## config.mk

```make
export PLATFORM = sky130hd
export DESIGN_NAME = dacq_frontend
export DESIGN_NICKNAME = d
export VERILOG_FILES = /design/src/rtl/dacq_pkg.sv /design/src/rtl/dacq_addr_decode.sv /design/src/rtl/dacq_stage.sv /design/src/rtl/dacq_frontend.sv
export SDC_FILE = /design/constraint.sdc
export NUM_CORES = 1
export LEC_CHECK = 0
export ABC_AREA = 1
export BUFFER_PORTS_ARGS = -buffer_cell sky130_fd_sc_hd__buf_2
export CAP_MARGIN = 15
export CORE_AREA = 4 4 75 77
export DETAILED_ROUTE_END_ITERATION = 8
export DIE_AREA = 0 0 79 81
export PLACE_DENSITY = 0.69
export SYNTH_ARGS = -nofsm -noshare
export SYNTH_HDL_FRONTEND = slang
export SYNTH_SLANG_ARGS = --single-unit
export TNS_END_PERCENT = 1
```

## constraint.sdc

```tcl
create_clock -name clk -period 2.3 [get_ports clk]
set_clock_uncertainty 0.1 [all_clocks]
set_input_delay 0.23 -clock clk [delete_from_list [all_inputs] [get_ports clk]]
set_output_delay 0.23 -clock clk [all_outputs]
set_load 0.02 [all_outputs]
```

## src/rtl/dacq_pkg.sv

```systemverilog
package dacq_pkg;
  localparam int unsigned CHANNELS   = 4;
  localparam int unsigned CODE_WIDTH = 8;

  typedef enum logic [1:0] {
    CH_A = 2'd0,
    CH_B = 2'd1,
    CH_C = 2'd2,
    CH_D = 2'd3
  } chan_e;
endpackage

```

## src/rtl/dacq_addr_decode.sv

```systemverilog
module dacq_addr_decode #(
  parameter int unsigned NCH = 4,
  localparam int unsigned AW = (NCH > 1) ? $clog2(NCH) : 1
) (
  input  logic [AW-1:0]  sel,
  input  logic           strobe_n,
  output logic [NCH-1:0] en
);
  always_comb begin
    en = '0;
    for (int i = 0; i < NCH; i++) begin
      en[i] = !strobe_n && (sel == AW'(i));
    end
  end
endmodule

```

## src/rtl/dacq_stage.sv

```systemverilog
module dacq_stage #(
  parameter int unsigned DW = 8
) (
  input  logic          clk,
  input  logic          rst_n,
  input  logic          en,
  input  logic [DW-1:0] d,
  output logic [DW-1:0] q
);
  always_ff @(posedge clk) begin
    if (!rst_n)  q <= '0;
    else if (en) q <= d;
  end

  // a closed stage keeps its value
  a_r6_stage_hold: assert property (@(posedge clk) disable iff (!rst_n)
    !en |=> $stable(q));
endmodule

```

## src/rtl/dacq_frontend.sv

```systemverilog
module dacq_frontend
  import dacq_pkg::*;
#(
  parameter int unsigned NCH = CHANNELS,
  parameter int unsigned DW  = CODE_WIDTH,
  localparam int unsigned AW = (NCH > 1) ? $clog2(NCH) : 1,
  localparam int unsigned BW = NCH * DW
) (
  input  logic          clk,
  input  logic          rst_n,
  input  logic [DW-1:0] data_in,
  input  logic [AW-1:0] chan_sel,
  input  logic          wr_n,
  input  logic          ld_n,
  output logic [BW-1:0] code_out,
  output logic          load_open
);
  logic [NCH-1:0] wr_en;
  logic [BW-1:0]  hold_q;
  logic           load_en;

  assign load_en = !ld_n;

  dacq_addr_decode #(.NCH(NCH)) u_decode (
    .sel      (chan_sel),
    .strobe_n (wr_n),
    .en       (wr_en)
  );

  for (genvar g = 0; g < NCH; g++) begin : g_chan
    dacq_stage #(.DW(DW)) u_hold (
      .clk   (clk),
      .rst_n (rst_n),
      .en    (wr_en[g]),
      .d     (data_in),
      .q     (hold_q[g*DW +: DW])
    );

    dacq_stage #(.DW(DW)) u_out (
      .clk   (clk),
      .rst_n (rst_n),
      .en    (load_en),
      .d     (hold_q[g*DW +: DW]),
      .q     (code_out[g*DW +: DW])
    );

    // the addressed holding register captures the bus
    a_r3_capture: assert property (@(posedge clk) disable iff (!rst_n)
      (!wr_n && chan_sel == AW'(g)) |=> hold_q[g*DW +: DW] == $past(data_in));

    // unaddressed holding registers stay put
    a_r4_unaddressed: assert property (@(posedge clk) disable iff (!rst_n)
      (wr_n || chan_sel != AW'(g)) |=> $stable(hold_q[g*DW +: DW]));
  end

  always_ff @(posedge clk) begin
    if (!rst_n) load_open <= 1'b0;
    else        load_open <= load_en;
  end

  // reset clears every output
  a_r1_reset_clear: assert property (@(posedge clk)
    !rst_n |=> (code_out == '0 && load_open == 1'b0));

  // at most one channel written, exactly one when the strobe is low
  a_r2_decode: assert property (@(posedge clk) disable iff (!rst_n)
    $onehot0(wr_en) && (wr_n || $countones(wr_en) == 1));

  // a load copies all holding registers at once
  a_r5_load_all: assert property (@(posedge clk) disable iff (!rst_n)
    !ld_n |=> code_out == $past(hold_q));

  // output codes hold while the load strobe is high
  a_r6_out_hold: assert property (@(posedge clk) disable iff (!rst_n)
    ld_n |=> $stable(code_out));

  // flag mirrors the load strobe of the previous edge
  a_r8_flag: assert property (@(posedge clk) disable iff (!rst_n)
    $past(rst_n) |-> load_open == !$past(ld_n));
endmodule

```

==> impl_metrics.yaml, run 1 <==
status:
  status: "finished, final reports clean"
drt:
  wl_per_cell_um: 11.1
  viasPerCell: 4.68
  drc_errors: 0
  routed_wl_um: 4890
  via_count: 2055
  drt_iter0_markers: 139
  firstDrtPassIters: 4
  ant_nets: 0
timing:
  period_needed_ps: 1170
  finalHoldViolCount: 0
  rsz0062_at_grt: "false"
  finalCritPeriodShare_pct: 50.9
  max_slew.worst_pin.slew_ps: 657
  drv_slew: 0
  fmax_ghz: 0.853
  setup-tns-final_ps: 0
  max_slew_margin_pct: 56.1
  finalSetupViolCount: 0
setup_path:
  cp.arrival_ps: 840
  worst-path-max-fanout: 2
  cp_slowest_cell: "dfxtp_1"
  crit_family: "flip-flops"
  path_class: "reg -> out"
  path_buf_inv: 1
  cpPeakStageDelay_ps: 340
  crit_chain: "buf_2"
  worst_setup_path_end_kind: "output port"
  path_depth: 1
  critPathRequiredTime_ps: 1970
  start_kind: "flip-flop"
  rr_worst_depth: 2
finish:
  final_util_pct: 58.5
  final_common_cell: "nor2_1"
  syn2layout_area_growth_pct: 19.8
  layout_common_cells: "nor2_1 (81), dfxtp_1 (65), nand2_1 (48)"
  nNetsFinal: 378
  num_antenna_cells: 0
  drive_gt1_share_pct: 18.4
pwr:
  peakVddDrop_mv: 0.438
  power.density_nw_per_um2: 931
  p_leak_nw: 1.44
run:
  cap_violations: 0
logic_synthesis:
  avgSynthCellArea_um2: 7.50
  synth_seq_cells: 65
  postSynthCellCount: 326
  yosysTopAreaCell: "dfxtp_1"
  synth.distinct_cells: 16
  synth_area_leaders: "dfxtp_1 (53%), nor2_1 (12%), nand2_1 (7.4%)"
  synth_seq_area_share_pct: 53.2
  synth_nets: 340
  synth_warnings: 0
  synth_top_area_share_pct: 53.2
  synth_area_um2: 2450
min_path:
  min_path_cells: 3
  hold_class: "in -> reg"
cts:
  cts.sinks: 65
  post_cts_resized: 0
  cts_tree: "done"
  clk_pin_slew_ps: 70
  cts_hold_buf: 0
  cts_buffers: 9
  cts_max_level: 3
  clockRootBuffer: "clkbuf_8"
  ctsLongestPathBuffers: 2
  clk_latency_ps: 340
  post_cts_buffers: 0
floorplanning:
  core_um2: 5010
  initial_core_util_pct: 48.8
  die_w_um: 79
  num_rows: 26
  die_y_um: 81
  io_pins: 47
  die-area_um2: 6400
placement:
  numPortBuffers: 46
  gp_congestion: 0.747
  hpwl_um: 3150
grt:
  antenna_found_initial: 0
  gr-total-overflow: 0
  groute.usage.overall_pct: 17.4
  grt_first_pass_wirelength_um: 8770
  grt_max_degree: 66
  grt_pass1_vias: 2033
logic make-up after synthesis:
kind of cell | count (synthesis) | share of synthesized area (%)
buf+inv | 49 | 9.26
compound gates | 64 | 13.1
flops | 65 | 53.2
simple gates | 148 | 24.5
synth_stat cells (all sizes together):
| master | instances |
|---|---|
| o21ai | 32 |
| inv | 28 |
| nand3 | 18 |
| clkbuf | 6 |
| buf | 15 |
| dfxtp | 65 |
| a21oi | 32 |
| nand2 | 48 |
| nor2 | 82 |
path summary, 6_finish.rpt:
| path | startpoint | to | slack [ps] |
|---|---|---|---|
| worst max-delay path | g_chan[1].u_out.q[0] | code_out[8] | 1130 |
| worst min-delay path | data_in[4] | g_chan[3].u_hold.q[4] | 60 |
| worst max register to register | g_chan[3].u_out.q[5] | g_chan[3].u_out.q[5] | 1520 |
| worst min register to register | g_chan[3].u_hold.q[0] | g_chan[3].u_out.q[0] | 360 |
report_power, final:
| part | switching, W | internal (W) |
|---|---|---|
| clock network | 0.000427 | 0.000826 |
| logic | 0.000177 | 0.0000853 |
| registers | 0.0000242 | 0.00119 |
| total | 0.000628 | 0.00210 |
area by class of cell:
class,instances,area (µm²)
Timing Repair Buffer,48,258
Multi-Input combinational cell,212,918
Inverter,28,108
Clock inverter,6,130
Sequential cell,65,1300
Tap cell,70,87.6
Fill cell,510,2080
Clock buffer,10,128
stage by stage:
stage | setup slack, ps | total power [W] | cell area (µm²) | hold WS, ps | instances
2_1_floorplan | 1270 | 0.00143 | 2450 | 265 | 326
3_3_place_gp | 891 | 0.00150 | 2670 | 339 | 423
3_5_place_dp | 844 | 0.00150 | 2670 | 347 | 423
4_1_cts | 1110 | 0.00275 | 2930 | 45.0 | 439
5_1_grt | 1040 | 0.00284 | 2930 | 75.3 | 439
6_report | 1130 | 0.00273 | 2930 | 63.6 | 439
registers in the layout, indices dropped and copies added, names as in the netlist:
signal / cells
load_open: 1
g_chan.u_hold.q: 32
g_chan.u_out.q: 32
routing by layer:
metal / vias to the layer above / track usage [%] / part of all wire [%]
li1: 1095 / - / -
met1: 916 / 20.0 / 47
met2: 34 / 29.8 / 47
met3: 10 / 3.99 / 3.9
met4: 0 / 10.3 / 2.6
met5: - / 0 / 0
Note: power is estimated with default switching activity, not from simulation.
==> inputs of run 2 (changes only) <==
==> constraint.sdc (replaced) <==
create_clock -name clk -period 1.2 [get_ports clk]
set_clock_uncertainty 0.1 [all_clocks]
set_input_delay 0.12 -clock clk [delete_from_list [all_inputs] [get_ports clk]]
set_output_delay 0.12 -clock clk [all_outputs]
set_load 0.02 [all_outputs]
==> run 2 against run 1 <==
  * Worst hold slack improved by 5.9 ps
  * Register-to-register slack got worse by 1100 ps
  * Via count increased by 3.7%
  * Global-route usage decreased by 0.29 points
  * Combinational power increased by 110%
  * Largest power group is now sequential cells
  * Design area increased by 2.2%
  * Largest cell class unchanged
  * Clock power increased by 41%
  * Sequential power increased by 93%
  * Critical path type unchanged
  * Power increased by 69%
==> impl_metrics.yaml, run 2 (synthesis results as in run 1) <==
status:
  status: "finished, final reports clean"
setup_path:
  path_buf_inv: 1
  path_depth: 1
  crit_chain: "buf_2"
  rr_worst_depth: 2
  crit_family: "flip-flops"
  worst_setup_path_end_kind: "output port"
  cp_slowest_cell: "dfxtp_1"
  cpPeakStageDelay_ps: 330
  critPathRequiredTime_ps: 980
  cp.arrival_ps: 830
  worst-path-max-fanout: 2
  start_kind: "flip-flop"
  path_class: "reg -> out"
drt:
  routed_wl_um: 4990
  drt_iter0_markers: 150
  via_count: 2132
  drc_errors: 0
  wl_per_cell_um: 11.1
  firstDrtPassIters: 4
  viasPerCell: 4.73
  ant_nets: 0
min_path:
  min_path_cells: 3
  hold_class: "in -> reg"
timing:
  rsz0062_at_grt: "false"
  drv_slew: 0
  period_needed_ps: 1050
  setup-tns-final_ps: 0
  finalSetupViolCount: 0
  finalHoldViolCount: 0
  fmax_ghz: 0.950
  finalCritPeriodShare_pct: 87.7
  max_slew.worst_pin.slew_ps: 280
  max_slew_margin_pct: 81.3
finish:
  nNetsFinal: 390
  instances_no_fill: 451
  top_regs: "g_chan.u_hold.q: 32 flops, g_chan.u_out.q: 32 flops, load_open: 1 flops"
  final_common_cell: "nor2_1"
  drive_gt1_share_pct: 18.9
  num_antenna_cells: 0
  layout_common_cells: "nor2_1 (81), dfxtp_1 (65), nand2_1 (48)"
  syn2layout_area_growth_pct: 22.4
floorplanning:
  die_y_um: 81
  num_rows: 26
  die_w_um: 79
  die-area_um2: 6400
  core_um2: 5010
  io_pins: 47
  initial_core_util_pct: 48.8
cts:
  cts.sinks: 65
  clockRootBuffer: "clkbuf_8"
  clk_pin_slew_ps: 70
  clk_latency_ps: 330
  post_cts_buffers: 0
  cts_tree: "done"
  ctsLongestPathBuffers: 2
  cts_max_level: 3
  cts_buffers: 9
pwr:
  peakVddDrop_mv: 0.993
  p_leak_nw: 1.47
  power.density_nw_per_um2: 1540
grt:
  antenna_found_initial: 0
  grt_first_pass_wirelength_um: 8610
  groute.usage.overall_pct: 17.2
  gr-total-overflow: 0
  grt_max_degree: 66
  grt_pass1_vias: 1936
run:
  cap_violations: 0
placement:
  placedCellCount: 427
  gp_congestion: 0.783
  hpwl_um: 3370
  numPortBuffers: 46
-- run 2: final timing paths --
path | startpoint | endpoint | slack, ps
setup / recovery | g_chan[2].u_out.q[7] | code_out[23] | 150
hold / removal | ld_n | load_open | 70
setup reg to reg | g_chan[3].u_out.q[5] | g_chan[3].u_out.q[5] | 430
hold reg to reg | g_chan[2].u_hold.q[5] | g_chan[2].u_out.q[5] | 360
-- run 2: area by class of cell --
class / count / area (µm²)
Fill cell: 509 / 2020
Sequential cell: 65 / 1300
Multi-Input combinational cell: 212 / 918
Timing Repair Buffer: 60 / 393
Clock buffer: 10 / 128
Inverter: 28 / 108
Tap cell: 70 / 87.6
Clock inverter: 6 / 58.8
-- run 2: metrics by stage --
step                      hold slack [ps]  cell area [µm²]  setup slack (ps)  utilization, %  power [W]
final                                69.5             2990               148            59.8    0.00463
after global routing                 99.8             2990              81.1            59.8    0.00487
after CTS                            64.2             2990               121            59.8    0.00468
after detailed placement              293             2730               126            54.4    0.00290
after global placement                285             2730               123            54.4    0.00289
after floorplan                       155             2450               277               -    0.00274
-- run 2: timing repair --
action	4_1_cts	5_1_grt
endpoints found under the hold margin	16	0
hold buffers	8	0
resized for setup	0	0
setup endpoints to repair	0	0
-- run 2: where the power goes --
part / leakage (nW) / internal (W) / total (W) / switching, W
registers: 0.534 / 0.00228 / 0.00233 / 0.0000463
clock network: 0.0998 / 0.000948 / 0.00176 / 0.000808
logic: 0.836 / 0.000198 / 0.000544 / 0.000345
-- run 2: layer usage --
metal	vias to the layer above	track usage, %	share of wire (%)
met5	-	0	0
met4	0	6.70	1.3
met3	7	5.43	4.2
met2	38	27.9	49
met1	968	21.3	46
li1	1119	-	-
==> inputs of run 3 (changes only) <==
--- a/config.mk
+++ b/config.mk
@@ -6,12 +6,12 @@
 export NUM_CORES = 1
 export LEC_CHECK = 0
 export ABC_AREA = 1
-export BUFFER_PORTS_ARGS = -buffer_cell sky130_fd_sc_hd__buf_2
 export CAP_MARGIN = 15
 export CORE_AREA = 4 4 75 77
 export DETAILED_ROUTE_END_ITERATION = 8
 export DIE_AREA = 0 0 79 81
-export PLACE_DENSITY = 0.69
+export DONT_BUFFER_PORTS = 1
+export PLACE_DENSITY = 0.61
 export SYNTH_ARGS = -nofsm -noshare
 export SYNTH_HDL_FRONTEND = slang
 export SYNTH_SLANG_ARGS = --single-unit
==> run 3 against run 2 <==
  * Critical endpoint is now g_chan[0].u_hold.q[6]
  * The flow now finishes with violations (hold timing)
  * Cell count fell by 2.9%
  * Worst hold slack lost 270 ps
  * Power decreased by 3.0%
  * Core utilization is 0.60 points higher
  * Maximum frequency fell by 2.9%
  * Critical path type is now in -> reg
  * First-iteration DRC count increased by 6.7%
  * Global-route usage increased by 1.3 points
  * Design area increased by 1.0%
==> impl_metrics.yaml, run 3 (synthesis results as in run 1) <==
cts:
  cts.sinks: 65
  cts_hold_buf: 20
  clk_latency_ps: 340
  clk_pin_slew_ps: 60
  post_cts_buffers: 0
  cts_max_level: 3
  cts_tree: "done"
  cts_buffers: 9
  clockRootBuffer: "clkbuf_8"
  ctsLongestPathBuffers: 2
setup_path:
  worst_setup_path_end_kind: "flip-flop"
  cp.arrival_ps: 1210
  cpPeakStageDelay_ps: 560
  start_kind: "input pin"
  cp_slowest_cell: "dlygate4sd3_1"
  worst-path-max-fanout: 32
  crit_chain: "nor2_2, buf_12, nand3_1, nand2_1, dlygate4sd3_1, nor2_1"
  path_buf_inv: 2
  crit_family: "buffers and inverters"
  path_class: "in -> reg"
  critPathRequiredTime_ps: 1330
grt:
  grt_pass1_vias: 1938
  antenna_found_initial: 0
  groute.usage.overall_pct: 18.5
  grt_max_degree: 66
  grt_first_pass_wirelength_um: 8960
  gr-total-overflow: 0
placement:
  placedCellCount: 405
  place_area_um2: 2650
  numPortBuffers: 0
  gp_congestion: 0.768
  hpwl_um: 3190
finish:
  postLayoutCellArea_um2: 3020
  num_antenna_cells: 0
  drive_gt1_share_pct: 12.8
  instances_no_fill: 438
  layout_common_cells: "nor2_1 (81), dfxtp_1 (65), nand2_1 (48)"
  fill_cells: 486
  syn2layout_area_growth_pct: 23.6
  final_common_cell: "nor2_1"
  nNetsFinal: 380
  top_regs: "g_chan.u_hold.q: 32 flops, g_chan.u_out.q: 32 flops, load_open: 1 flops"
timing:
  holdWs_ps: -199
  period_needed_ps: 1080
  rsz0062_at_grt: "false"
  finalCritPeriodShare_pct: 90.3
  setup-tns-final_ps: 0
  max_slew.worst_pin.slew_ps: 518
  drv_slew: 0
  fmax_ghz: 0.923
  finalSetupViolCount: 0
  finalHoldViolCount: 48
  max_slew_margin_pct: 65.4
drt:
  wl_met1_um: 2260
  viasPerCell: 4.78
  drc_errors: 0
  ant_nets: 0
  route.met2.wl_um: 2500
  drt_iter0_markers: 160
  wl_per_cell_um: 12.0
  dr_wl_met3_um: 382
  firstDrtPassIters: 5
  via_count: 2094
  highest_layer: "met4"
  routed_wl_um: 5240
pwr:
  power.density_nw_per_um2: 1480
  p_leak_nw: 1.41
  peakVddDrop_mv: 0.767
  p_total_w: 0.00449
floorplanning:
  initial_core_util_pct: 48.8
  die-area_um2: 6400
  num_rows: 26
  io_pins: 47
  core_um2: 5010
  die_y_um: 81
  die_w_um: 79
min_path:
  hold_class: "in -> reg"
run:
  cap_violations: 0
status:
  violations: "hold timing"
  status: "complete, but fails checks"
## run 3: cell count changes in the layout (fill, tap and decap cells not counted), sizes merged
| cell | change |
|---|---|
| buf | -22 |
| dlygate4sd3 | +11 |
| clkinv | -5 |
| clkbuf | +3 |
| bufinv | -1 |
| dlymetal6s4s | +1 |
## run 3: timing repair
action                                 in CTS  in global routing
endpoints found under the hold margin      65                 48
resized for setup                           0                  1
setup endpoints to repair                   0                  1
## run 3: power breakdown
group	switching, W	internal [W]
clock network	0.000755	0.000886
registers	0.0000645	0.00228
logic	0.000279	0.000224
## run 3: metal layers
| metal | up-vias | global-route usage [%] |
|---|---|---|
| li1 | 1100 | - |
| met1 | 932 | 21.3 |
| met2 | 53 | 29.8 |
| met3 | 9 | 7.65 |
| met4 | 0 | 8.76 |
| met5 | - | 0 |
## run 3: cell type report
cell class / count / area [µm²] / area share (%)
Sequential cell: 65 / 1300 / 43.0
Multi-Input combinational cell: 212 / 918 / 30.4
Tap cell: 70 / 87.6 / 2.90
Clock buffer: 13 / 169 / 5.59
Inverter: 28 / 108 / 3.56
Timing Repair Buffer: 50 / 440 / 14.6
## run 3: worst paths after layout
check / start / end / slack [ps] / cells past startpoint
max reg2reg: g_chan[1].u_out.q[6] / g_chan[1].u_out.q[6] / 430 / 2
min reg2reg: g_chan[2].u_hold.q[5] / g_chan[2].u_out.q[5] / 360 / 2
max: wr_n / g_chan[0].u_hold.q[6] / 120 / 6
min: rst_n / g_chan[3].u_hold.q[5] / -200 / 2
## run 3: stage by stage
stage | setup WS [ps] | util [%] | hold WS (ps)
detailed placement | 253 | 52.9 | 95.9
global placement | 293 | 52.9 | 96.4
global route | 38.4 | 60.4 | -209
finish | 116 | 60.4 | -199
floorplan | 277 | - | 155
CTS | 96.8 | 60.3 | -213
